===== src/rtl/lcd_load_seq_pkg.sv =====
package lcd_load_seq_pkg;
   typedef enum logic [1:0] {
      PH_IDLE = 2'd0,
      PH_PAL  = 2'd1,
      PH_FRM  = 2'd2
   } phase_e;

   localparam int CTRL_W     = 32;
   localparam int CB_EN      = 0;
   localparam int CB_MASK_LO = 1;
   localparam int MODE_LO    = 20;

   localparam logic [1:0] LM_BOTH = 2'b00;
   localparam logic [1:0] LM_PAL  = 2'b01;
   localparam logic [1:0] LM_FRM  = 2'b10;

   localparam int ST_DONE = 0;
   localparam int ST_PAL  = 1;
   localparam int ST_UF   = 2;
   localparam int ST_SYNC = 3;
   localparam int STAT_W  = 4;
endpackage


===== src/rtl/lcd_load_seq_palram.sv =====
module lcd_load_seq_palram #(
   parameter int AW     = 8,
   parameter int DW     = 16,
   parameter bit RD_REG = 1'b1
) (
   input  logic          clk,
   input  logic          we,
   input  logic [AW-1:0] waddr,
   input  logic [DW-1:0] wdata,
   input  logic [AW-1:0] raddr,
   output logic [DW-1:0] rdata
);
   localparam int DEPTH = 1 << AW;

   logic [DW-1:0] mem [DEPTH];

   initial begin
      assert (AW > 0 && AW <= 10) else $error("palram: AW out of range");
   end

   always_ff @(posedge clk) begin
      if (we) mem[waddr] <= wdata;
   end

   generate
      if (RD_REG) begin : g_rd_reg
         logic [DW-1:0] rd_q;
         always_ff @(posedge clk) rd_q <= mem[raddr];
         assign rdata = rd_q;
      end else begin : g_rd_comb
         assign rdata = mem[raddr];
      end
   endgenerate
endmodule


===== src/rtl/lcd_load_seq_regs.sv =====
module lcd_load_seq_regs
   import lcd_load_seq_pkg::*;
(
   input  logic              clk,
   input  logic              rst_n,
   input  logic              ctrl_we,
   input  logic [CTRL_W-1:0] ctrl_wdata,
   input  logic              stat_we,
   input  logic [STAT_W-1:0] stat_wdata,
   input  logic              pal_set,
   input  logic              uf_evt,
   input  logic              sync_err,
   input  logic              done_evt,
   output logic [CTRL_W-1:0] ctrl_q,
   output logic [STAT_W-1:0] stat_q,
   output logic              irq,
   output logic              en_q,
   output logic [1:0]        mode_q,
   output logic              en_rise,
   output logic              en_fall
);
   logic              en_r;
   logic [STAT_W-1:0] mask_r;
   logic [1:0]        mode_r;
   logic [STAT_W-1:0] hard_clr, set_v, soft_clr;
   logic              unused_wbits;

   assign unused_wbits = ^{ctrl_wdata[CTRL_W-1:MODE_LO+2],
                           ctrl_wdata[MODE_LO-1:STAT_W+1],
                           stat_wdata[ST_DONE], stat_wdata[ST_UF],
                           stat_wdata[ST_SYNC]};

   initial begin
      assert (MODE_LO > STAT_W) else $error("regs: mask field overlaps mode");
   end

   assign en_rise = ctrl_we &  ctrl_wdata[CB_EN] & ~en_r;
   assign en_fall = ctrl_we & ~ctrl_wdata[CB_EN] &  en_r;

   always_ff @(posedge clk) begin
      if (!rst_n) begin
         en_r   <= 1'b0;
         mask_r <= '0;
         mode_r <= LM_BOTH;
      end else if (ctrl_we) begin
         en_r   <= ctrl_wdata[CB_EN];
         mask_r <= ctrl_wdata[STAT_W:CB_MASK_LO];
         mode_r <= ctrl_wdata[MODE_LO+1:MODE_LO];
      end
   end

   always_comb begin
      ctrl_q                         = '0;
      ctrl_q[CB_EN]                  = en_r;
      ctrl_q[STAT_W:CB_MASK_LO]      = mask_r;
      ctrl_q[MODE_LO+1:MODE_LO]      = mode_r;
   end

   always_comb begin
      hard_clr          = '0;
      set_v             = '0;
      soft_clr          = '0;
      hard_clr[ST_DONE] = en_rise;
      hard_clr[ST_PAL]  = en_fall;
      hard_clr[ST_UF]   = en_fall;
      hard_clr[ST_SYNC] = en_fall;
      set_v[ST_DONE]    = done_evt;
      set_v[ST_PAL]     = pal_set;
      set_v[ST_UF]      = uf_evt;
      set_v[ST_SYNC]    = sync_err & en_r;
      soft_clr[ST_PAL]  = stat_we & stat_wdata[ST_PAL] & (mode_r == LM_PAL);
   end

   generate
      for (genvar b = 0; b < STAT_W; b++) begin : g_stat
         always_ff @(posedge clk) begin
            if (!rst_n)           stat_q[b] <= 1'b0;
            else if (hard_clr[b]) stat_q[b] <= 1'b0;
            else if (set_v[b])    stat_q[b] <= 1'b1;
            else if (soft_clr[b]) stat_q[b] <= 1'b0;
         end
      end
   endgenerate

   assign irq    = |(stat_q & mask_r);
   assign en_q   = en_r;
   assign mode_q = mode_r;

   AST_DONE_HOLD: assert property (@(posedge clk) disable iff (!rst_n)
      (stat_q[ST_DONE] && !en_rise) |=> stat_q[ST_DONE]);
   AST_DISABLE_CLR: assert property (@(posedge clk) disable iff (!rst_n)
      en_fall |=> (stat_q[ST_SYNC:ST_PAL] == '0));
   AST_PAL_W1C_GUARD: assert property (@(posedge clk) disable iff (!rst_n)
      (stat_q[ST_PAL] && mode_r != LM_PAL && !en_fall) |=> stat_q[ST_PAL]);
endmodule


===== src/rtl/lcd_load_seq_fsm.sv =====
module lcd_load_seq_fsm
   import lcd_load_seq_pkg::*;
#(
   parameter int DATA_W    = 16,
   parameter int PAL_DEPTH = 256,
   parameter int SMALL_N   = 16,
   parameter int FULL_CODE = 3,
   parameter int PAL_AW    = $clog2(PAL_DEPTH)
) (
   input  logic              clk,
   input  logic              rst_n,
   input  logic              en_q,
   input  logic              en_rise,
   input  logic              en_fall,
   input  logic [1:0]        wr_mode,
   input  logic [1:0]        mode_q,
   input  logic              s_valid,
   input  logic [DATA_W-1:0] s_data,
   input  logic              s_last,
   output logic              s_ready,
   input  logic              pix_req,
   output logic              pix_valid,
   output logic [DATA_W-1:0] pix_data,
   output logic              pal_we,
   output logic [PAL_AW-1:0] pal_waddr,
   output logic [DATA_W-1:0] pal_wdata,
   output logic              pal_set,
   output logic              done_evt,
   output logic              uf_evt,
   output logic              in_frame,
   output logic [3:0]        pal_code
);
   localparam logic [PAL_AW-1:0] FULL_LAST  = PAL_AW'(PAL_DEPTH - 1);
   localparam logic [PAL_AW-1:0] SMALL_LAST = PAL_AW'(SMALL_N - 1);
   localparam logic [3:0]        FULL_C     = 4'(FULL_CODE);

   phase_e            state;
   logic [PAL_AW-1:0] idx;
   logic [3:0]        code_r;
   logic [3:0]        hdr_code;
   logic [PAL_AW-1:0] last_idx;
   logic              beat, pal_beat, pal_end, frm_end;

   initial begin
      assert (DATA_W >= 16) else $error("fsm: header needs 16-bit words");
      assert (SMALL_N >= 2 && SMALL_N <= PAL_DEPTH) else $error("fsm: SMALL_N");
      assert ((1 << PAL_AW) == PAL_DEPTH) else $error("fsm: depth not 2^n");
   end

   always_comb begin
      unique case (state)
         PH_PAL:  s_ready = 1'b1;
         PH_FRM:  s_ready = pix_req;
         default: s_ready = 1'b0;
      endcase
   end

   assign beat     = s_valid & s_ready;
   assign pal_beat = beat & (state == PH_PAL);
   assign hdr_code = (idx == '0) ? s_data[15:12] : code_r;
   assign last_idx = (hdr_code == FULL_C) ? FULL_LAST : SMALL_LAST;
   assign pal_end  = pal_beat & (idx == last_idx);
   assign frm_end  = beat & (state == PH_FRM) & s_last & ~en_q;

   always_ff @(posedge clk) begin
      if (!rst_n) begin
         state  <= PH_IDLE;
         idx    <= '0;
         code_r <= '0;
      end else begin
         if (pal_beat && idx == '0) code_r <= s_data[15:12];
         if (en_rise) begin
            state <= (wr_mode == LM_BOTH || wr_mode == LM_PAL) ? PH_PAL : PH_FRM;
            idx   <= '0;
         end else if (en_fall && state != PH_FRM) begin
            state <= PH_IDLE;
            idx   <= '0;
         end else begin
            unique case (state)
               PH_PAL: begin
                  if (pal_end) begin
                     idx   <= '0;
                     state <= (mode_q == LM_BOTH) ? PH_FRM : PH_IDLE;
                  end else if (pal_beat) begin
                     idx <= idx + 1'b1;
                  end
               end
               PH_FRM: if (frm_end) state <= PH_IDLE;
               default: state <= PH_IDLE;
            endcase
         end
      end
   end

   assign pal_we    = pal_beat;
   assign pal_waddr = idx;
   assign pal_wdata = s_data;
   assign pal_set   = pal_end;
   assign done_evt  = (en_fall & (state != PH_FRM)) | (frm_end & ~en_rise);
   assign in_frame  = (state == PH_FRM);
   assign uf_evt    = in_frame & en_q & pix_req & ~s_valid;
   assign pix_valid = in_frame & pix_req & s_valid;
   assign pix_data  = s_data;
   assign pal_code  = code_r;

   AST_IDX_RANGE: assert property (@(posedge clk) disable iff (!rst_n)
      (state == PH_PAL && idx != '0 && code_r != FULL_C) |-> (idx <= SMALL_LAST));
   AST_STALL_AFTER_PAL: assert property (@(posedge clk) disable iff (!rst_n)
      (pal_set && mode_q == LM_PAL && !en_rise) |=> !s_ready);
   AST_BOTH_NO_GAP: assert property (@(posedge clk) disable iff (!rst_n)
      (pal_set && mode_q == LM_BOTH && !en_rise && !en_fall) |=> in_frame);
endmodule


===== src/rtl/lcd_load_seq.sv =====
module lcd_load_seq
   import lcd_load_seq_pkg::*;
#(
   parameter int DATA_W     = 16,
   parameter int PAL_DEPTH  = 256,
   parameter int SMALL_N    = 16,
   parameter int FULL_CODE  = 3,
   parameter bit PAL_RD_REG = 1'b1,
   localparam int PAL_AW    = $clog2(PAL_DEPTH)
) (
   input  logic              clk,
   input  logic              rst_n,
   input  logic              ctrl_we,
   input  logic [31:0]       ctrl_wdata,
   input  logic              stat_we,
   input  logic [3:0]        stat_wdata,
   input  logic              sync_err,
   input  logic              s_valid,
   input  logic [DATA_W-1:0] s_data,
   input  logic              s_last,
   output logic              s_ready,
   input  logic              pix_req,
   output logic              pix_valid,
   output logic [DATA_W-1:0] pix_data,
   input  logic [PAL_AW-1:0] pal_raddr,
   output logic [DATA_W-1:0] pal_rdata,
   output logic [3:0]        pal_code,
   output logic [31:0]       ctrl_q,
   output logic [3:0]        stat_q,
   output logic              irq
);
   logic              en_q, en_rise, en_fall;
   logic [1:0]        mode_q;
   logic              pal_we, pal_set, done_evt, uf_evt, in_frame;
   logic [PAL_AW-1:0] pal_waddr;
   logic [DATA_W-1:0] pal_wdata;

   initial begin
      assert (PAL_DEPTH >= 16 && PAL_DEPTH <= 1024) else $error("top: PAL_DEPTH");
      assert (FULL_CODE >= 0 && FULL_CODE < 16) else $error("top: FULL_CODE");
   end

   lcd_load_seq_regs u_regs (
      .clk(clk), .rst_n(rst_n),
      .ctrl_we(ctrl_we), .ctrl_wdata(ctrl_wdata),
      .stat_we(stat_we), .stat_wdata(stat_wdata),
      .pal_set(pal_set), .uf_evt(uf_evt), .sync_err(sync_err),
      .done_evt(done_evt),
      .ctrl_q(ctrl_q), .stat_q(stat_q), .irq(irq),
      .en_q(en_q), .mode_q(mode_q), .en_rise(en_rise), .en_fall(en_fall)
   );

   lcd_load_seq_fsm #(
      .DATA_W(DATA_W), .PAL_DEPTH(PAL_DEPTH), .SMALL_N(SMALL_N),
      .FULL_CODE(FULL_CODE), .PAL_AW(PAL_AW)
   ) u_fsm (
      .clk(clk), .rst_n(rst_n),
      .en_q(en_q), .en_rise(en_rise), .en_fall(en_fall),
      .wr_mode(ctrl_wdata[MODE_LO+1:MODE_LO]), .mode_q(mode_q),
      .s_valid(s_valid), .s_data(s_data), .s_last(s_last), .s_ready(s_ready),
      .pix_req(pix_req), .pix_valid(pix_valid), .pix_data(pix_data),
      .pal_we(pal_we), .pal_waddr(pal_waddr), .pal_wdata(pal_wdata),
      .pal_set(pal_set), .done_evt(done_evt), .uf_evt(uf_evt),
      .in_frame(in_frame), .pal_code(pal_code)
   );

   lcd_load_seq_palram #(
      .AW(PAL_AW), .DW(DATA_W), .RD_REG(PAL_RD_REG)
   ) u_palram (
      .clk(clk), .we(pal_we), .waddr(pal_waddr), .wdata(pal_wdata),
      .raddr(pal_raddr), .rdata(pal_rdata)
   );

   AST_UF_FLAG: assert property (@(posedge clk) disable iff (!rst_n)
      (in_frame && en_q && pix_req && !s_valid && !en_fall) |=> stat_q[ST_UF]);
   AST_DONE_ON_LAST: assert property (@(posedge clk) disable iff (!rst_n)
      (in_frame && !en_q && s_valid && s_ready && s_last && !en_rise)
      |=> (stat_q[ST_DONE] && !s_ready));
endmodule


===== config.mk =====
export PLATFORM = sky130hd
export DESIGN_NAME = lcd_load_seq
export DESIGN_NICKNAME = d
export VERILOG_FILES = /design/src/rtl/lcd_load_seq_pkg.sv /design/src/rtl/lcd_load_seq_palram.sv /design/src/rtl/lcd_load_seq_regs.sv /design/src/rtl/lcd_load_seq_fsm.sv /design/src/rtl/lcd_load_seq.sv
export SDC_FILE = /design/constraint.sdc
export NUM_CORES = 2
export LEC_CHECK = 0
export CORE_UTILIZATION = 35
export DETAILED_ROUTE_END_ITERATION = 8
export DONT_BUFFER_PORTS = 1
export HOLD_SLACK_MARGIN = 0.02
export PLACE_DENSITY_LB_ADDON = 0.1
export RECOVER_POWER = 25
export SYNTH_ARGS = -nofsm -noshare
export SYNTH_HDL_FRONTEND = slang
export SYNTH_SLANG_ARGS = --single-unit

===== constraint.sdc =====
create_clock -name clk -period 4.59 [get_ports clk]
set_input_delay 0.459 -clock clk [delete_from_list [all_inputs] [get_ports clk]]
set_output_delay 0.459 -clock clk [all_outputs]
set_load 0.02 [all_outputs]

# Word-level counts from Yosys, hierarchy flattened
# Memories as Yosys holds them, arrays and structs flattened. A register that Yosys moved wholly into a read port is not among the register bits.
# Cells that the tools add are included.
# classes
add_sub_neg,1
mux,16
reduce_logical,14
bitwise_logic,27
eq_ne,9
# op_table
cell,count
$mux W8,3
$and A1 B1 Y1,20
$mux W2,6
$add A8 B1 Y8 const B,1
$eq A8 B8 Y1,1
$logic_not A8 Y1,1
$ne A4 B3 Y1 const B,2
$eq A2 B1 Y1 const B,3
$not A1 Y1,5
$and A4 B4 Y4,1
$eq A4 B2 Y1 const B,1
$logic_not A2 Y1,2
$mux W1,4
$mux W4,1
$pmux W2 S2,1
$reduce_and A2 Y1,2
$reduce_bool A2 Y1,2
$reduce_or A2 Y1,2
$reduce_or A4 Y1,1
$reduce_or A3 Y1,1
$eq A2 B2 Y1 const B,1
$logic_and A1 B1 Y1,2
$ne A2 B2 Y1 const B,1
$pmux W1 S2,1
other kinds (2),2
# totals
ram_bits,4096
out_inout_bits,75
inputBits,68
ff_bits,25
wordCells,78
mem_count,1
# memory_table
name,words,word_bits,rd,rd_clocked_by_memory_dff,wr,line,source
u_palram.mem,256,16,1,1,1,lcd_load_seq_palram.sv:15,logic [DW-1:0] mem [DEPTH];

# Logic depth before layout (Yosys ltp)
# logic_depth
word_depth,10
mapped_depth,11
depth_no_buf,9

# Hierarchy
# From an unflattened synthesis, not the netlist that was laid out.
# hier_totals
hier_cells,7557
hier_area_um2,160426.4
# by_module_without_submodules
module,seq_area_each_um2,instances,area_each_um2,cells_per_inst
lcd_load_seq_palram,123318.3,1,158714.7,7360
lcd_load_seq_fsm,280.3,1,1048.5,126
lcd_load_seq_regs,220.2,1,663.1,71

# Worst setup path after synthesis
# No wires, ideal clock.
# synth_path
kind,register -> register
startpoint,register u_fsm.state[0]
endpoint,memory u_palram.mem[112][0] (enable)
path_buffers,2
required_ps,4202
setup_time_ps,388
path_slack_ps,1660
stages_incl_launch_ff,9
arrival_ps,2541
period_less_slack_ps,2930
path_cell_list,dfxtp_1 -> inv_1 -> ha_1 -> or2_2 -> nor3_1 -> nand2_1 -> clkbuf_1 -> clkbuf_1 -> nor2_1
# synth_via
elab_chain_cells,6
elab_cells_between_ends,7
cone_classes,2 x eq/ne; 3 x mux; 2 x bitwise
# synth_rtl
element,line,source
from (decl),lcd_load_seq_fsm.sv:37,phase_e state;
from (signal assigned),lcd_load_seq_fsm.sv:73,state <= (wr_mode == LM_BOTH || wr_mode == LM_PAL) ? PH_PAL : PH_FRM;
from (signal assigned),lcd_load_seq_fsm.sv:83,state <= (mode_q == LM_BOTH) ? PH_FRM : PH_IDLE;
$eq A2 B2 Y1 / $eq A2 B1 Y1 (equally long branches),"lcd_load_seq_fsm.sv:51, lcd_load_seq_fsm.sv:59",
$pmux W1 S2,lcd_load_seq_fsm.sv:51,unique case (state)
$and A1 B1 Y1,lcd_load_seq_fsm.sv:58,assign beat = s_valid & s_ready;
$and A1 B1 Y1 *,lcd_load_seq_fsm.sv:59,assign pal_beat = beat & (state == PH_PAL);
$mux W1 *,lcd_load_seq_palram.sv:22,if (we) mem[waddr] <= wdata;
$mux W1 (not written as such) *,lcd_load_seq_palram.sv:22,
to (decl),lcd_load_seq_palram.sv:15,
# Mark *: on every way between the ends. The rest lies on a longest branch, timed or not.

# Worst setup path after layout
# layout_path
startpoint,register u_fsm.state[0]
endpoint,register u_fsm.state[1]
# layout_via
elab_chain_cells,8
elab_cells_between_ends,17
cone_classes,5 x eq/ne; 4 x mux; 6 x bitwise; 2 x reduce/logical
# layout_rtl
element,line,source
$eq A2 B2 Y1 / $eq A2 B1 Y1 (equally long branches),-,
$pmux W1 S2,lcd_load_seq_fsm.sv:51,
$and A1 B1 Y1,lcd_load_seq_fsm.sv:58,
$and A1 B1 Y1 (3 in a row),lcd_load_seq_fsm.sv:63,assign frm_end = beat & (state == PH_FRM) & s_last & ~en_q;
$ne A4 B3 Y1 (no line),-,
$reduce_and A2 Y1 (no line),-,
# Several ways; a longest one is shown, not always the timed one.
# A chain may end at the register's enable or synchronous reset.

==> run_summary.xml <==
<?xml version="1.0" encoding="UTF-8"?>
<metrics>
  <group name="run_status">
    <metric name="outcome" unit="">finished, violations left</metric>
    <metric name="violations" unit="">capacitance limit, slew limit</metric>
  </group>
  <group name="synth">
    <metric name="synth_edf_count" unit="">4096</metric>
    <metric name="synth_area" unit="mm2">0.159</metric>
    <metric name="synthDistinctLibCells" unit="">57</metric>
    <metric name="yosysWarnings" unit="">0</metric>
    <metric name="ys_ff_latch" unit="">4137</metric>
    <metric name="synthesized_netlist_cell_count" unit="">7417</metric>
    <metric name="seq_area_frac_synth" unit="">0.776</metric>
    <metric name="postSynthAreaPerCell" unit="um2">21.5</metric>
    <metric name="asyncSetResetFlopFracSynth" unit="">0</metric>
    <metric name="yosys_most_used_dff" unit="">edfxtp_1</metric>
  </group>
  <group name="critical_path">
    <metric name="worstSetupPathDepth" unit="">12</metric>
    <metric name="cell_breakdown_of_the_critical_path" unit="">inv_1 -&gt; ha_1 -&gt; and4b_1 -&gt; nand3_2 -&gt; buf_4 -&gt; a211oi_1 -&gt; o22ai_1 -&gt; nand2_1 -&gt; nand2_1 -&gt; dlygate4sd3_1 -&gt; o211a_1 -&gt; dlygate4sd3_1</metric>
    <metric name="rrSetupSlack" unit="ns">0.58</metric>
    <metric name="timing.critical_path.from" unit="">u_fsm.state[0]</metric>
    <metric name="slowest_delay" unit="ns">0.69</metric>
    <metric name="critical_path_class" unit="">reg -&gt; reg</metric>
    <metric name="crit-reg2reg-launch" unit="">u_fsm.state[0]</metric>
    <metric name="critical_path_arrival" unit="ns">4.85</metric>
    <metric name="r2r_end" unit="">u_fsm.state[1]</metric>
    <metric name="worst_path_dominant_cell_family" unit="">buffers and inverters</metric>
    <metric name="timing.critical_path.to" unit="">u_fsm.state[1]</metric>
    <metric name="startpoint_type" unit="">flop</metric>
    <metric name="worstSetupEndpointType" unit="">flop</metric>
    <metric name="critical_path_fanout_max" unit="">20</metric>
    <metric name="worst-path-buf-inv" unit="">4</metric>
    <metric name="worst_ep_required_time" unit="ns">5.43</metric>
    <metric name="ff2ff_path_depth" unit="">12</metric>
    <metric name="cpMaxStageDelayCell" unit="">a211oi_1</metric>
  </group>
  <group name="sta">
    <metric name="postLayoutSetupSlackWorst" unit="ns">0.582</metric>
    <metric name="final.setup_skew" unit="ns">0.0422</metric>
    <metric name="finalSetupTns" unit="ns">0</metric>
    <metric name="fin_crit_sh" unit="">0.873</metric>
    <metric name="final_hold_viol_count" unit="">0</metric>
    <metric name="achievable-frequency" unit="MHz">249</metric>
    <metric name="maxSlewHeadroom" unit="">-1.64</metric>
    <metric name="layout_min_cycle_time" unit="ns">4.01</metric>
    <metric name="finalMaxSlewViolations" unit="">2113</metric>
    <metric name="tightest_slew" unit="ns">3.96</metric>
    <metric name="setup-violations-final" unit="">0</metric>
    <metric name="rsz0062_at_grt" unit="">no</metric>
  </group>
  <group name="min_path">
    <metric name="min-delay-start" unit="">sync_err</metric>
    <metric name="hold_class" unit="">in -&gt; reg</metric>
    <metric name="timing.hold.worst_path_depth" unit="">3</metric>
  </group>
  <group name="place">
    <metric name="dp_worst_setup_slack" unit="ns">0.151</metric>
    <metric name="gpl.final_weighted_congestion" unit="">0.808</metric>
    <metric name="detailed_place_hpwl" unit="mm">267</metric>
    <metric name="count_of_input_and_output_buffers" unit="">0</metric>
  </group>
  <group name="power_and_ir_drop">
    <metric name="p_seq_frac" unit="">0.514</metric>
    <metric name="power.combinational.fraction" unit="">0.046</metric>
    <metric name="switching_share" unit="">0.215</metric>
    <metric name="internal_power" unit="mW">63.8</metric>
    <metric name="total_switching_power" unit="mW">17.5</metric>
    <metric name="p_leak" unit="nW">58.2</metric>
    <metric name="power_per_cell_area" unit="mW/mm2">440</metric>
    <metric name="vdd_ir_drop_max" unit="mV">0.287</metric>
    <metric name="clkPwrFrac" unit="">0.440</metric>
  </group>
  <group name="finish">
    <metric name="final_core_utilization" unit="">0.407</metric>
    <metric name="layout-drive-gt1-share" unit="">0.258</metric>
    <metric name="filler_cells_inserted" unit="">39909</metric>
    <metric name="num-nets-final" unit="">8139</metric>
    <metric name="most_common_library_cell_in_the_layout_ignoring_fill_and_taps" unit="">edfxtp_1</metric>
    <metric name="synthToLayoutAreaGrowth" unit="%">15.7</metric>
    <metric name="most-common-layout-cells" unit="">4,096 x edfxtp_1, 818 x mux4_2, 541 x buf_4</metric>
  </group>
  <group name="floorplan">
    <metric name="core_footprint" unit="mm2">0.453</metric>
    <metric name="fp.dieArea" unit="mm2">0.458</metric>
    <metric name="row_count" unit="">247</metric>
    <metric name="num_io_pins" unit="">143</metric>
    <metric name="die-width" unit="um">677</metric>
    <metric name="start_util" unit="">0.352</metric>
    <metric name="die-height" unit="um">677</metric>
  </group>
  <group name="grt">
    <metric name="first_global_vias" unit="">79296</metric>
    <metric name="track_usage" unit="">0.206</metric>
    <metric name="grt_overflow" unit="">0</metric>
    <metric name="grt_antenna_before_repair" unit="">36</metric>
    <metric name="grt_start_max_net_pins" unit="">258</metric>
    <metric name="first_pass_grt_wire_length" unit="mm">661</metric>
  </group>
  <group name="route">
    <metric name="post_drt_via_cell_ratio" unit="">5.47</metric>
    <metric name="drc" unit="">0</metric>
    <metric name="wirelength" unit="mm">483</metric>
    <metric name="route.vias.total" unit="">78954</metric>
    <metric name="drt.antenna.violating_nets" unit="">0</metric>
    <metric name="detailedRoute.firstPassIterationCount" unit="">6</metric>
    <metric name="detailedRoute.firstIterationViolations" unit="">7977</metric>
    <metric name="avgRoutedWirePerCell" unit="um">33.4</metric>
  </group>
  <group name="clocking">
    <metric name="cts-root-to-sink-buffers" unit="">4</metric>
    <metric name="cts_resized" unit="">0</metric>
    <metric name="numClockSinks" unit="">4137</metric>
    <metric name="cts_tree" unit="">done</metric>
    <metric name="clock_latency_on_the_worst_skew_pair" unit="ns">0.98</metric>
    <metric name="clk_transition_reported_paths" unit="ns">0.06</metric>
    <metric name="clk_root_buffer_cell" unit="">clkbuf_16</metric>
    <metric name="numCtsBuffers" unit="">447</metric>
    <metric name="h-tree-depth" unit="">5</metric>
  </group>
  <group name="run">
    <metric name="number_of_max_capacitance_violations_reported" unit="">19</metric>
  </group>
</metrics>
-- worst reg2reg max path, cell delays in order, from the launching register on --
cell	delay, ns
dfxtp_1	0.33
inv_1	0.06
ha_1	0.42
and4b_1	0.38
nand3_2	0.08
buf_4	0.35
a211oi_1	0.70
o22ai_1	0.14
nand2_1	0.14
nand2_1	0.06
dlygate4sd3_1	0.55
o211a_1	0.13
dlygate4sd3_1	0.56
-- layout make-up --
cell class / count / area (um2) / area share
clock buffer: 544 / 11700 / 0.0637
clock inverter: 276 / 2660 / 0.0144
inverter: 8 / 37.5 / 0.000203
antenna: 26 / 65.1 / 0.000352
sequential: 4137 / 124000 / 0.671
timing repair buffer: 661 / 5880 / 0.0319
multi-input combinational: 2810 / 32900 / 0.178
tap: 5976 / 7480 / 0.0405
-- synth_stat cells, types with 4 or more instances --
cell | count | area share
a22oi_1 | 192 | 0.0090
nand4_1 | 21 | 0.00082
mux4_2 | 818 | 0.12
buf_8 | 27 | 0.0025
a221oi_1 | 28 | 0.0015
o21ai_0 | 58 | 0.0018
a21oi_1 | 147 | 0.0046
xor2_1 | 4 | 0.00022
ha_1 | 6 | 0.00047
o32ai_1 | 35 | 0.0019
buf_6 | 63 | 0.0044
nor2_1 | 283 | 0.0067
dfxtp_1 | 41 | 0.0051
nor2b_1 | 38 | 0.0015
inv_1 | 8 | 0.00019
nand3_1 | 18 | 0.00056
nor4_1 | 62 | 0.0024
a211oi_1 | 35 | 0.0016
nand2b_1 | 45 | 0.0018
a31oi_1 | 5 | 0.00020
nor3_1 | 39 | 0.0012
a311oi_1 | 6 | 0.00033
nor3b_1 | 5 | 0.00024
edfxtp_1 | 4096 | 0.77
or3_1 | 5 | 0.00020
mux2i_1 | 492 | 0.031
o22ai_1 | 113 | 0.0044
buf_12 | 13 | 0.0016
buf_2 | 59 | 0.0019
clkbuf_1 | 204 | 0.0048
mux4_1 | 4 | 0.00066
a21boi_0 | 21 | 0.00099
buf_4 | 68 | 0.0032
buf_1 | 52 | 0.0012
nand2_1 | 87 | 0.0020
o221ai_1 | 179 | 0.0098
-- flip-flops by register name, indices dropped and copies added, names as in the netlist --
register / cells
u_regs.en_q: 1
u_fsm.state: 2
u_palram.rdata: 16
u_fsm.pal_code: 4
u_regs.stat_q: 4
u_regs.mode_q: 2
u_fsm.pal_waddr: 8
u_palram.mem: 4096
u_regs.mask_r: 4
-- worst min path at each step --
stage | end | slack, ns
global placement | u_fsm.state[1] | 0.51
finish | u_regs.stat_q[3] | 0.20
detailed placement | u_fsm.state[1] | 0.54
floorplan | u_fsm.state[1] | 0.50
global route | u_palram.rdata[4] | 0.14
CTS | u_palram.rdata[4] | 0.02
-- what timing repair did --
action	CTS	global route
hold endpoints to repair	3801	346
hold buffers	49	12
setup buffers	0	0
-- stage by stage --
| step | power (mW) | instances | hold WS [ns] | instance area (um2) |
|---|---|---|---|---|
| after CTS | 82.1 | 14386 | 0.0210 | 184000 |
| after floorplan | 44.3 | 7441 | 0.497 | 160000 |
| after global placement | 45.5 | 13517 | 0.509 | 169000 |
| after detailed placement | 45.5 | 13517 | 0.537 | 169000 |
| final | 81.2 | 14438 | 0.197 | 185000 |
| after global routing | 83.5 | 14419 | 0.139 | 185000 |
-- cells by family after synthesis --
kind of cell / count (synthesis) / share of synthesized area
buffers and inverters: 494 / 0.0199
XOR/XNOR: 6 / 0.000330
flip-flops: 4137 / 0.776
other: 1 / 0.0000235
AO/OA/AOI/OAI: 835 / 0.0373
AND/OR/NAND/NOR: 623 / 0.0184
multiplexers: 1315 / 0.147
adder cells (fa/ha/maj): 6 / 0.000471
-- power by group through the flow --
stage	clock network [mW]	logic (mW)	registers [mW]
2_1_floorplan	0	1.95	42.4
3_3_place_gp	0	3.02	42.5
3_5_place_dp	0	3.02	42.5
4_1_cts	36.5	3.84	41.7
5_1_grt	37.8	3.98	41.7
6_report	35.7	3.76	41.8
-- per-layer routing --
layer	part of all wire	routed length, um	global-route usage
met5	0.000073	35	0
met3	0.057	27500	0.0302
met2	0.48	232000	0.335
met4	0.021	10300	0.0425
met1	0.44	212000	0.294
Power figures use the tool's default switching activity.
